<file path="config.mk">
export PLATFORM = sky130hd
export DESIGN_NAME = mdio_scan_master
export DESIGN_NICKNAME = d
export VERILOG_FILES = /design/src/rtl/mdio_pkg.sv /design/src/rtl/mdc_gen.sv /design/src/rtl/mdio_frame.sv /design/src/rtl/scan_pick.sv /design/src/rtl/mdio_scan_master.sv
export SDC_FILE = /design/constraint.sdc
export NUM_CORES = 1
export LEC_CHECK = 0
export BUFFER_PORTS_ARGS = -buffer_cell sky130_fd_sc_hd__buf_2
export CAP_MARGIN = 30
export CORE_ASPECT_RATIO = 1.4
export CORE_MARGIN = 8
export CORE_UTILIZATION = 40
export DETAILED_ROUTE_END_ITERATION = 10
export MAX_ROUTING_LAYER = met4
export PLACE_DENSITY = 0.56
export SLEW_MARGIN = 0
export SYNTH_ARGS = -nofsm -noshare
export SYNTH_HDL_FRONTEND = slang
export SYNTH_HIERARCHICAL = 1
export SYNTH_SLANG_ARGS = --single-unit
</file>
<file path="constraint.sdc">
create_clock -name clk -period 3.5 [get_ports clk]
set_input_delay 0.7 -clock clk [delete_from_list [all_inputs] [get_ports clk]]
set_output_delay 0.7 -clock clk [all_outputs]
set_load 0.1 [all_outputs]
</file>
<file path="src/rtl/mdio_pkg.sv">
// Package: shared command type and frame builder for the MDIO master.
// Assumes Clause 22 framing only; the frame is always 64 MDC periods long.
package mdio_pkg;
    localparam int PRE_BITS   = 32;
    localparam int FRAME_BITS = 64;
    localparam int TA_POS     = PRE_BITS + 2 + 2 + 5 + 5;
    localparam int DATA_POS   = TA_POS + 2;
    localparam int LAST_POS   = DATA_POS + 15;
    localparam logic [4:0] STATUS_REG = 5'd1;
    localparam int LINK_BIT   = 2;

    typedef struct packed {
        logic        rd;
        logic [4:0]  phy;
        logic [4:0]  regad;
        logic [15:0] data;
    } mdio_cmd_t;

    // Assemble the serial image of one frame, first bit in the MSB.
    function automatic logic [FRAME_BITS-1:0] build_frame(input mdio_cmd_t c);
        return {{PRE_BITS{1'b1}}, 2'b01, (c.rd ? 2'b10 : 2'b01), c.phy, c.regad,
                (c.rd ? 2'b11 : 2'b10), (c.rd ? 16'hFFFF : c.data)};
    endfunction
endpackage

</file>
<file path="src/rtl/mdc_gen.sv">
// MDC generator: divides the system clock by one of two half-period counts.
// Emits one-cycle pulses in the cycle where MDC is about to rise or fall.
// Assumes HALF_SLOW and HALF_FAST are at least 1.
module mdc_gen #(
    parameter int HALF_SLOW = 10,
    parameter int HALF_FAST = 2
) (
    input  logic clk,
    input  logic rst_n,
    input  logic fast,
    output logic mdc,
    output logic rise_tick,
    output logic fall_tick
);
    localparam int HMAX = (HALF_SLOW > HALF_FAST) ? HALF_SLOW : HALF_FAST;
    localparam int CW   = (HMAX > 1) ? $clog2(HMAX) : 1;

    logic [CW-1:0] cnt;
    logic [CW-1:0] limit;
    logic          tick;

    // Terminal count for the selected rate; >= tolerates a rate switch.
    assign limit     = fast ? CW'(HALF_FAST - 1) : CW'(HALF_SLOW - 1);
    assign tick      = (cnt >= limit);
    assign rise_tick = tick & ~mdc;
    assign fall_tick = tick & mdc;

    // Half-period counter and clock toggle.
    always_ff @(posedge clk) begin
        if (!rst_n) begin
            cnt <= '0;
            mdc <= 1'b0;
        end else if (tick) begin
            cnt <= '0;
            mdc <= ~mdc;
        end else begin
            cnt <= cnt + 1'b1;
        end
    end
endmodule

</file>
<file path="src/rtl/mdio_frame.sv">
// Frame engine: shifts one Clause 22 frame out on MDC falling ticks and
// collects read data on rising ticks. A start is taken only on a falling
// tick while idle, so at least one idle MDC period separates frames.
module mdio_frame
    import mdio_pkg::*;
(
    input  logic        clk,
    input  logic        rst_n,
    input  logic        rise_tick,
    input  logic        fall_tick,
    input  logic        start,
    input  mdio_cmd_t   cmd,
    input  logic        mdio_i,
    output logic        accept,
    output logic        done,
    output logic        mdio_o,
    output logic        mdio_oe,
    output logic [15:0] rd_data
);
    logic                  active;
    logic                  rd_q;
    logic [5:0]            bitn;
    logic [FRAME_BITS-1:0] sh;

    assign accept  = start & ~active & fall_tick;
    assign done    = active & fall_tick & (bitn == 6'(LAST_POS));
    assign mdio_o  = active ? sh[FRAME_BITS-1] : 1'b1;
    assign mdio_oe = active & (~rd_q | (bitn < 6'(TA_POS)));

    // Frame sequencing and serial shift.
    always_ff @(posedge clk) begin
        if (!rst_n) begin
            active <= 1'b0;
            rd_q   <= 1'b0;
            bitn   <= '0;
            sh     <= '1;
        end else if (accept) begin
            active <= 1'b1;
            rd_q   <= cmd.rd;
            bitn   <= '0;
            sh     <= build_frame(cmd);
        end else if (done) begin
            active <= 1'b0;
        end else if (active && fall_tick) begin
            bitn <= bitn + 1'b1;
            sh   <= {sh[FRAME_BITS-2:0], 1'b1};
        end
    end

    // Read data capture on rising ticks of the data phase.
    always_ff @(posedge clk) begin
        if (!rst_n) begin
            rd_data <= '0;
        end else if (active && rise_tick && rd_q && (bitn >= 6'(DATA_POS))) begin
            rd_data <= {rd_data[14:0], mdio_i};
        end
    end
endmodule

</file>
<file path="src/rtl/scan_pick.sv">
// Round-robin picker: the first set bit of elig at or after ptr, with wrap.
// Purely combinational; any is low when no bit is set.
module scan_pick #(
    parameter int NPORT = 4,
    localparam int PW   = (NPORT > 1) ? $clog2(NPORT) : 1
) (
    input  logic [NPORT-1:0] elig,
    input  logic [PW-1:0]    ptr,
    output logic             any,
    output logic [PW-1:0]    pick
);
    // Walk from the farthest offset down so the nearest eligible port wins.
    always_comb begin
        any  = 1'b0;
        pick = ptr;
        for (int k = NPORT - 1; k >= 0; k--) begin
            if (elig[(int'(ptr) + k) % NPORT]) begin
                any  = 1'b1;
                pick = PW'((int'(ptr) + k) % NPORT);
            end
        end
    end
endmodule

</file>
<file path="src/rtl/mdio_scan_master.sv">
// MDIO master top: register file, command/poll arbitration and link record.
// Assumes port p is polled at PHY address p and NPORT <= 28.
module mdio_scan_master
    import mdio_pkg::*;
#(
    parameter int NPORT     = 4,
    parameter int HALF_SLOW = 10,
    parameter int HALF_FAST = 2
) (
    input  logic             clk,
    input  logic             rst_n,
    input  logic             reg_we,
    input  logic [1:0]       reg_addr,
    input  logic [31:0]      reg_wdata,
    output logic [31:0]      reg_rdata,
    output logic             mdc,
    output logic             mdio_o,
    output logic             mdio_oe,
    input  logic             mdio_i,
    input  logic [NPORT-1:0] copper_mode,
    output logic [NPORT-1:0] link_up
);
    localparam int PW = (NPORT > 1) ? $clog2(NPORT) : 1;

    logic             rate_q, scan_q, brpt_q;
    logic [NPORT-1:0] aen_q;
    mdio_cmd_t        cmd_q;
    logic             pend_q, cmd_run_q;
    logic [15:0]      rdd_q;
    logic [PW-1:0]    ptr_q, own_port_q;
    logic [NPORT-1:0] link_q;
    logic [NPORT-1:0] elig;
    logic             any_elig, sel_cmd, start, accept, fdone;
    logic [PW-1:0]    pick;
    logic             rise_tick, fall_tick;
    logic [15:0]      frd;
    mdio_cmd_t        fcmd;
    logic             unused_wbits;

    assign unused_wbits = ^reg_wdata[31:27];
    assign elig    = aen_q & copper_mode;
    assign sel_cmd = pend_q & ~cmd_run_q;
    assign start   = sel_cmd | (scan_q & any_elig);
    assign link_up = link_q;

    // Frame source: the pending command, else a status poll of the picked port.
    always_comb begin
        if (sel_cmd) begin
            fcmd = cmd_q;
        end else begin
            fcmd.rd    = 1'b1;
            fcmd.phy   = 5'(pick);
            fcmd.regad = STATUS_REG;
            fcmd.data  = '0;
        end
    end

    mdc_gen #(.HALF_SLOW(HALF_SLOW), .HALF_FAST(HALF_FAST)) u_mdc (
        .clk(clk), .rst_n(rst_n), .fast(rate_q),
        .mdc(mdc), .rise_tick(rise_tick), .fall_tick(fall_tick)
    );

    mdio_frame u_frame (
        .clk(clk), .rst_n(rst_n), .rise_tick(rise_tick), .fall_tick(fall_tick),
        .start(start), .cmd(fcmd), .mdio_i(mdio_i), .accept(accept),
        .done(fdone), .mdio_o(mdio_o), .mdio_oe(mdio_oe), .rd_data(frd)
    );

    scan_pick #(.NPORT(NPORT)) u_pick (
        .elig(elig), .ptr(ptr_q), .any(any_elig), .pick(pick)
    );

    // Control and address-enable registers.
    always_ff @(posedge clk) begin
        if (!rst_n) begin
            rate_q <= 1'b0;
            scan_q <= 1'b0;
            brpt_q <= 1'b0;
            aen_q  <= '1;
        end else if (reg_we) begin
            if (reg_addr == 2'd0) begin
                rate_q <= reg_wdata[0];
                scan_q <= reg_wdata[1];
                brpt_q <= reg_wdata[2];
            end
            if (reg_addr == 2'd1) aen_q <= reg_wdata[NPORT-1:0];
        end
    end

    // Software command: accept when idle, track its frame, keep read data.
    always_ff @(posedge clk) begin
        if (!rst_n) begin
            cmd_q     <= '0;
            pend_q    <= 1'b0;
            cmd_run_q <= 1'b0;
            rdd_q     <= '0;
        end else begin
            if (reg_we && reg_addr == 2'd2 && !pend_q) begin
                cmd_q  <= reg_wdata[26:0];
                pend_q <= 1'b1;
            end
            if (accept && sel_cmd) cmd_run_q <= 1'b1;
            if (fdone && cmd_run_q) begin
                pend_q    <= 1'b0;
                cmd_run_q <= 1'b0;
                if (cmd_q.rd) rdd_q <= frd;
            end
        end
    end

    // Poll bookkeeping: remember the polled port, store its link, advance.
    always_ff @(posedge clk) begin
        if (!rst_n) begin
            ptr_q      <= '0;
            own_port_q <= '0;
            link_q     <= '0;
        end else begin
            if (accept && !sel_cmd) own_port_q <= pick;
            if (fdone && !cmd_run_q) begin
                if (elig[own_port_q]) link_q[own_port_q] <= frd[LINK_BIT];
                ptr_q <= (own_port_q == PW'(NPORT - 1)) ? '0 : own_port_q + 1'b1;
            end
        end
    end

    // Register read mux.
    always_comb begin
        case (reg_addr)
            2'd0:    reg_rdata = {28'b0, pend_q & brpt_q, brpt_q, scan_q, rate_q};
            2'd1:    reg_rdata = {{(32-NPORT){1'b0}}, aen_q};
            2'd2:    reg_rdata = {5'b0, cmd_q};
            default: reg_rdata = {16'b0, rdd_q};
        endcase
    end
endmodule

</file>
==> results of run 1 <==
[synth_stat cells (3+ instances only)]
master and instances:
xnor2_1 3, o211ai_1 5, and2_1 37, nor2_1 8, nand4_1 4, a21oi_1 7
dfxtp_1 153, nor4b_1 3, a21boi_1 5, nand2b_1 3, o31ai_1 4, inv_1 12
a21boi_0 38, nor3_1 3, nand3_1 87, a2bb2oi_1 4, a22oi_1 20, mux4_2 3
nand2_1 220, mux2i_1 26, nor2b_1 24, buf_4 8, buf_2 24, buf_6 6
nor3b_1 3, and3_1 7, a21boi_2 18, clkbuf_1 21, o21ai_0 3, ha_1 9
[final cells by class]
cell class / instances / area, um^2
Tap cell: 236 / 295
Clock buffer: 18 / 439
Sequential cell: 153 / 3060
Fill cell: 1763 / 9230
Multi-Input combinational cell: 582 / 3500
Inverter: 12 / 45.0
Timing Repair Buffer: 85 / 488
Clock inverter: 14 / 134
[sequential cells by signal (all words and copies together) (netlist names)]
signal / cells
u_frame/rd_data: 16
u_frame/bitn: 6
ptr_q: 2
u_frame/rd_q: 1
cmd_run_q: 1
brpt_q: 1
aen_q: 4
pend_q: 1
u_frame/sh: 64
u_mdc/cnt: 4
rate_q: 1
u_mdc/mdc: 1
link_up: 4
cmd_q: 27
scan_q: 1
own_port_q: 2
rdd_q: 16
u_frame/active: 1
[layout by cell type (no fill, tap or decap), drive strengths merged, types with 2 or more instances in the layout]
master,count
nand3b,4
clkinv,5
or4,2
nand3,87
nor3b,4
a31oi,2
nand2,221
nor2,8
inv,18
o21ai,4
and2b,3
buf,85
mux2,2
xnor2,3
conb,5
and2,37
dfxtp,153
mux4,5
nor4b,3
a21oi,8
nand2b,3
ha,9
clkinvlp,3
and3,7
and3b,2
o211ai,5
a22oi,20
nor2b,25
clkbuf,18
nor3,3
a2bb2oi,4
mux2i,26
a21boi,61
o31ai,4
a311oi,2
nand4,4
[cell families after synthesis]
group | Yosys count
buffers and inverters | 73
and+or+nand+nor | 417
other | 1
muxes | 33
xor gates and xnor gates | 4
adders and majority gates | 9
AOI/OAI and AO/OA | 114
DFF | 153
[per-stage QoR]
stage | std cells | util | hold slack, ps
detailed placement | 1068 | 0.430 | 451
global route | 1100 | 0.463 | 479
finish | 1100 | 0.463 | 459
floorplan | 808 | - | 428
global placement | 1068 | 0.430 | 441
CTS | 1100 | 0.463 | 460
[path summary, 6_finish.rpt]
| kind | from | slack, ps | end | cells past startpoint |
|---|---|---|---|---|
| setup reg to reg | u_mdc/cnt[0]$_SDFF_PP0_ | 800 | link_up[2]$_SDFFE_PN0P_ | 12 |
| setup / recovery | reg_addr[1] | 730 | reg_rdata[20] | 4 |
| hold reg to reg | u_frame/sh[63]$_SDFFE_PP1P_ | 460 | u_frame/sh[63]$_SDFFE_PP1P_ | 2 |
| hold / removal | u_frame/sh[63]$_SDFFE_PP1P_ | 460 | u_frame/sh[63]$_SDFFE_PP1P_ | 2 |
[worst min-delay path: cells and delay by family, from the launching register on]
kind	cells	cell delay, ps
DFF	1	320
and+or+nand+nor	2	110
[layer usage]
layer | global-route usage | vias up | wire, um
li1 | - | 2803 | -
met1 | 0.183 | 2595 | 7460
met2 | 0.265 | 107 | 8020
met3 | 0.0329 | 26 | 528
met4 | 0.0643 | 0 | 282
met5 | - | - | 0
[report_power, final]
group          internal, uW  switching, uW
registers              1760           17.0
clock network           956            818
logic                  85.4            175
total                  2800           1010
==> run_results.csv, run 1 <==
group,metric,value,unit
critical_path,cpPeakStageDelay,420,ps
cells_and_area,synthToLayoutAreaGrowth,15.1,%
synth,avgSynthCellArea,8.61,um^2
cells_and_area,layout.nets,902,
placement,gp_congestion,0.800,
synth,synth-edff-count,0,
floorplan,coreArea,17200,um^2
critical_path,cp_top_family,"buffers and inverters",
placement,place_ws,708,ps
clocking,root_buffer,"clkbuf_16",
sta,worstMarginPinSlew,820,ps
sta,setup_viol,0,
synth,synthCells,804,
sta,report.final.slew_viol_count,0,
synth,ys_ff_latch,153,
route,wl_per_cell,14.8,um
synth,synthXorXnorAreaFrac,0.00506,
pwr,total_power,3810,uW
run_status,outcome,"finished, final reports clean",
clocking,clk_pin_slew_worst_paths,60,ps
sta,period_share,0.792,
floorplan,die_w,127,um
global_routing,grt-ovfl-total,0,
synth,synth_top_family_by_area,"simple AND/OR/NAND/NOR gates",
critical_path,critPathBufInv,2,
synth,synth_cell_types,57,
pwr,irDropWorstVdd,0.280,mV
critical_path,cp_max_fo,19,
synth,synth_top_area_frac,0.443,
clocking,clock_latency,430,ps
sta,fmax,361,MHz
clocking,htreeDepth,4,
critical_path,crit_slowest_cell,"nor2b_4",
min_path,min_path_type,"reg2reg",
clocking,cts_tree,"yes",
synth,yosys_warnings,6,
route,via_per_inst,5.03,
synth,synth_top_cell_by_area,"dfxtp_1",
critical_path,startpoint_type,"input port",
critical_path,cp-end-kind,"output pin",
critical_path,cp.arrival,2070,ps
synth,synth-compound-area-share,0.135,
floorplan,rows,57,
synth,yosys-top-cells-area,"dfxtp_1 44%, nand2_1 12%, nand3_1 6.3%",
placement,postPlaceCellArea,7390,um^2
synth,synth_top_flop_cell,"dfxtp_1",
critical_path,crit_chain,"buf_2 -> nor2b_4 -> and2_1 -> buf_2",
route,antenna_left,0,
placement,portBuffers,70,
synth,synth.mux.area_fraction,0.0582,
pwr,power_leakage,0.00333,uW
global_routing,grt_max_degree,48,
floorplan,initial_core_util,0.403,
global_routing,grt_usage,0.159,
placement,hpwl,11100,um
floorplan,io-pin-count,81,
synth,ys_seq_area_frac,0.443,
cells_and_area,antenna_cells,0,
cells_and_area,stdcell_area,7960,um^2
sta,fin_crit,2770,ps
critical_path,crit_type,"in2out",
sta,setup_slack,728,ps
clocking,post_cts_buffers,0,
sta,hold_violations,0,
sta,skew,9.26,ps
clocking,cts.sinks,153,
pwr,cellPowerDensity,479,nW/um^2
critical_path,required,2800,ps
synth,synthSimpleGateAreaFrac,0.287,
route,wl,16300,um
clocking,cts_hold_buf,0,
global_routing,antenna_found_initial,0,
synth,syn_area,6920,um^2
floorplan,die_y,172,um
route,vias,5531,
sta,max_slew_margin,0.451,
floorplan,dieArea,21800,um^2
route,drt_pass1_iterations,4,
global_routing,grt_pass1_wl,27000,um
synth,synth-adder-area-share,0.0163,
critical_path,crit_path_frequent_cell,"buf_2",
flow_run,cap_violations,0,
synth,synthArstFlopShare,0,
global_routing,grt_pass1_vias,5435,
clocking,numCtsBuffers,17,
route,drtIter0Drc,369,
sta,tns,0,ps
clocking,cts_resized,0,
cells_and_area,drive_gt1_frac,0.176,
route,drcViolationCount,0,
sta,rsz0062_at_grt,"no",
clocking,cts.path.max_buffers,2,
No activity file was read; power rests on OpenSTA's default activity.
==> run 2, diff against run 1 <==
- PLACE_DENSITY: 0.56 -> 0.58
- clock period: 3.5 -> 2.4 ns (I/O delays scaled with it)
==> run 2 against run 1 <==
Die area did not move. Sequential cell count did not move. Final area rose by 7.3%. First-iteration DRC count fell by 13%. Non-clock buffer count rose by 20.
==> run_results.csv, run 2 (synthesis results as in run 1) <==
group,metric,value,unit
placement,hpwl,11500,um
sta,fmax,450,MHz
floorplan,coreArea,17200,um^2
cells_and_area,multi_input_area,3540,um^2
global_routing,antenna_found_initial,0,
cells_and_area,stdcell_area,8540,um^2
clocking,htreeDepth,4,
clocking,cts.path.max_buffers,2,
floorplan,die_w,127,um
clocking,cts.sinks,153,
critical_path,startpoint_type,"flip-flop",
pwr,total_power,5580,uW
critical_path,required,2680,ps
cells_and_area,drive_gt1_frac,0.210,
pwr,pwr-share-comb,0.073,
critical_path,crit_chain,"ha_2 -> nor4b_1 -> nor3b_2 -> buf_4 -> nand3b_2 -> inv_1 -> buf_4 -> nor4b_1 -> a311oi_1",
pwr,cellPowerDensity,653,nW/um^2
critical_path,crit_slowest_cell,"dfxtp_1",
cells_and_area,top_register,"u_frame/sh",
cells_and_area,biggestRegsByFlops,"u_frame/sh: 64 flops, cmd_q: 27 flops",
flow_run,cap_violations,0,
min_path,min_path_type,"in2reg",
clocking,cts_tree,"yes",
route,drcViolationCount,0,
route,drtIter0Drc,321,
cells_and_area,layout_common_cells,"220 x nand2_1, 152 x dfxtp_1, 87 x nand3_1",
route,vias,5554,
cells_and_area,largest_register_ffs,64,
sta,period_share,0.926,
clocking,cts_hold_buf,0,
pwr,power_switching,1370,uW
route,via_per_inst,4.96,
cells_and_area,num-fill-cells,1642,
critical_path,cp.arrival,2510,ps
pwr,power_leakage,0.00351,uW
floorplan,rows,57,
run_status,outcome,"finished, final reports clean",
floorplan,io-pin-count,81,
pwr,irDropWorstVdd,0.418,mV
floorplan,dieArea,21800,um^2
route,antenna_left,0,
route,drt_pass1_iterations,5,
cells_and_area,synthToLayoutAreaGrowth,23.4,%
global_routing,grt_pass1_vias,5359,
route,wl,16400,um
cells_and_area,layout.nets,922,
clocking,root_buffer,"clkbuf_16",
sta,setup_slack,178,ps
pwr,seq_power_share,0.464,
global_routing,grt_pass1_wl,27100,um
clocking,numCtsBuffers,17,
pwr,switching_share,0.245,
floorplan,die_y,172,um
placement,postPlaceCellArea,7950,um^2
placement,portBuffers,70,
sta,report.final.slew_viol_count,0,
sta,fin_crit,2220,ps
sta,hold_ws,302,ps
placement,place_ws,81.3,ps
sta,skew,12.7,ps
cells_and_area,regArea,3070,um^2
critical_path,cp_max_fo,13,
pwr,clkPwrFrac,0.463,
cells_and_area,antenna_cells,0,
critical_path,crit_type,"reg2reg",
cells_and_area,mostFrequentLayoutCell,"nand2_1",
global_routing,grt_usage,0.159,
critical_path,cpPeakStageDelay,360,ps
critical_path,cp-end-kind,"flip-flop",
route,wl_per_cell,14.6,um
clocking,clock_latency,420,ps
pwr,internal-power,4210,uW
placement,gp_congestion,0.817,
clocking,clk_pin_slew_worst_paths,60,ps
global_routing,grt-ovfl-total,0,
floorplan,initial_core_util,0.403,
sta,setup_viol,0,
sta,hold_violations,0,
global_routing,grt_max_degree,55,
-- run 2: power groups by stage --
stage                     Combinational (uW)  Clock [uW]  Sequential (uW)
after floorplan                          304           0             2640
after global placement                   408           0             2650
after detailed placement                 407           0             2650
after CTS                                409        2640             2590
after global routing                     435        2760             2590
final                                    406        2580             2590
-- run 2: cell type report --
type                            instances  area share
Inverter                               12     0.00527
Multi-Input combinational cell        582       0.414
Tap cell                              236      0.0346
Sequential cell                       153       0.359
Clock buffer                           21      0.0539
Clock inverter                         11      0.0132
Timing Repair Buffer                  105       0.120
-- run 2: path summary, 6_finish.rpt --
kind                          start                     endpoint  slack, ps  depth (start not counted)
max             rate_q$_SDFFE_PN0P_  u_frame/sh[28]$_SDFFE_PN1P_        180                          9
min                    reg_wdata[7]        cmd_q[7]$_SDFFE_PN0P_        300                          3
max reg2reg     rate_q$_SDFFE_PN0P_  u_frame/sh[28]$_SDFFE_PN1P_        180                          9
min reg2reg  rdd_q[11]$_SDFFE_PN0P_       rdd_q[11]$_SDFFE_PN0P_        460                          2
-- run 2: metrics by stage --
| stage | cells | setup TNS (ps) | utilization |
|---|---|---|---|
| finish | 1120 | 0 | 0.497 |
| global route | 1120 | -1.50 | 0.497 |
| CTS | 1118 | 0 | 0.496 |
| detailed placement | 1086 | 0 | 0.463 |
| global placement | 1086 | 0 | 0.463 |
| floorplan | 808 | 0 | - |
-- run 2: timing repair --
action	in CTS	in global routing
hold endpoints to repair	0	0
buffers inserted	0	2
resized for setup	0	2
endpoints found under the setup margin	0	26
-- run 2: worst max-delay path: cells and delay by family (launching register included) --
kind | cells | cell delay (ps)
AO/OA/AOI/OAI | 1 | 70
flip-flops | 1 | 360
AND/OR/NAND/NOR | 4 | 940
adder cells (fa/ha/maj) | 1 | 240
buffers and inverters | 3 | 480
-- run 2: metal layers --
| layer | share of wire | track usage | routed length (um) | up-vias |
|---|---|---|---|---|
| li1 | - | - | - | 2826 |
| met1 | 0.46 | 0.193 | 7570 | 2633 |
| met2 | 0.50 | 0.260 | 8200 | 82 |
| met3 | 0.028 | 0.0313 | 453 | 13 |
| met4 | 0.011 | 0.0529 | 173 | 0 |
| met5 | 0 | - | 0 | - |
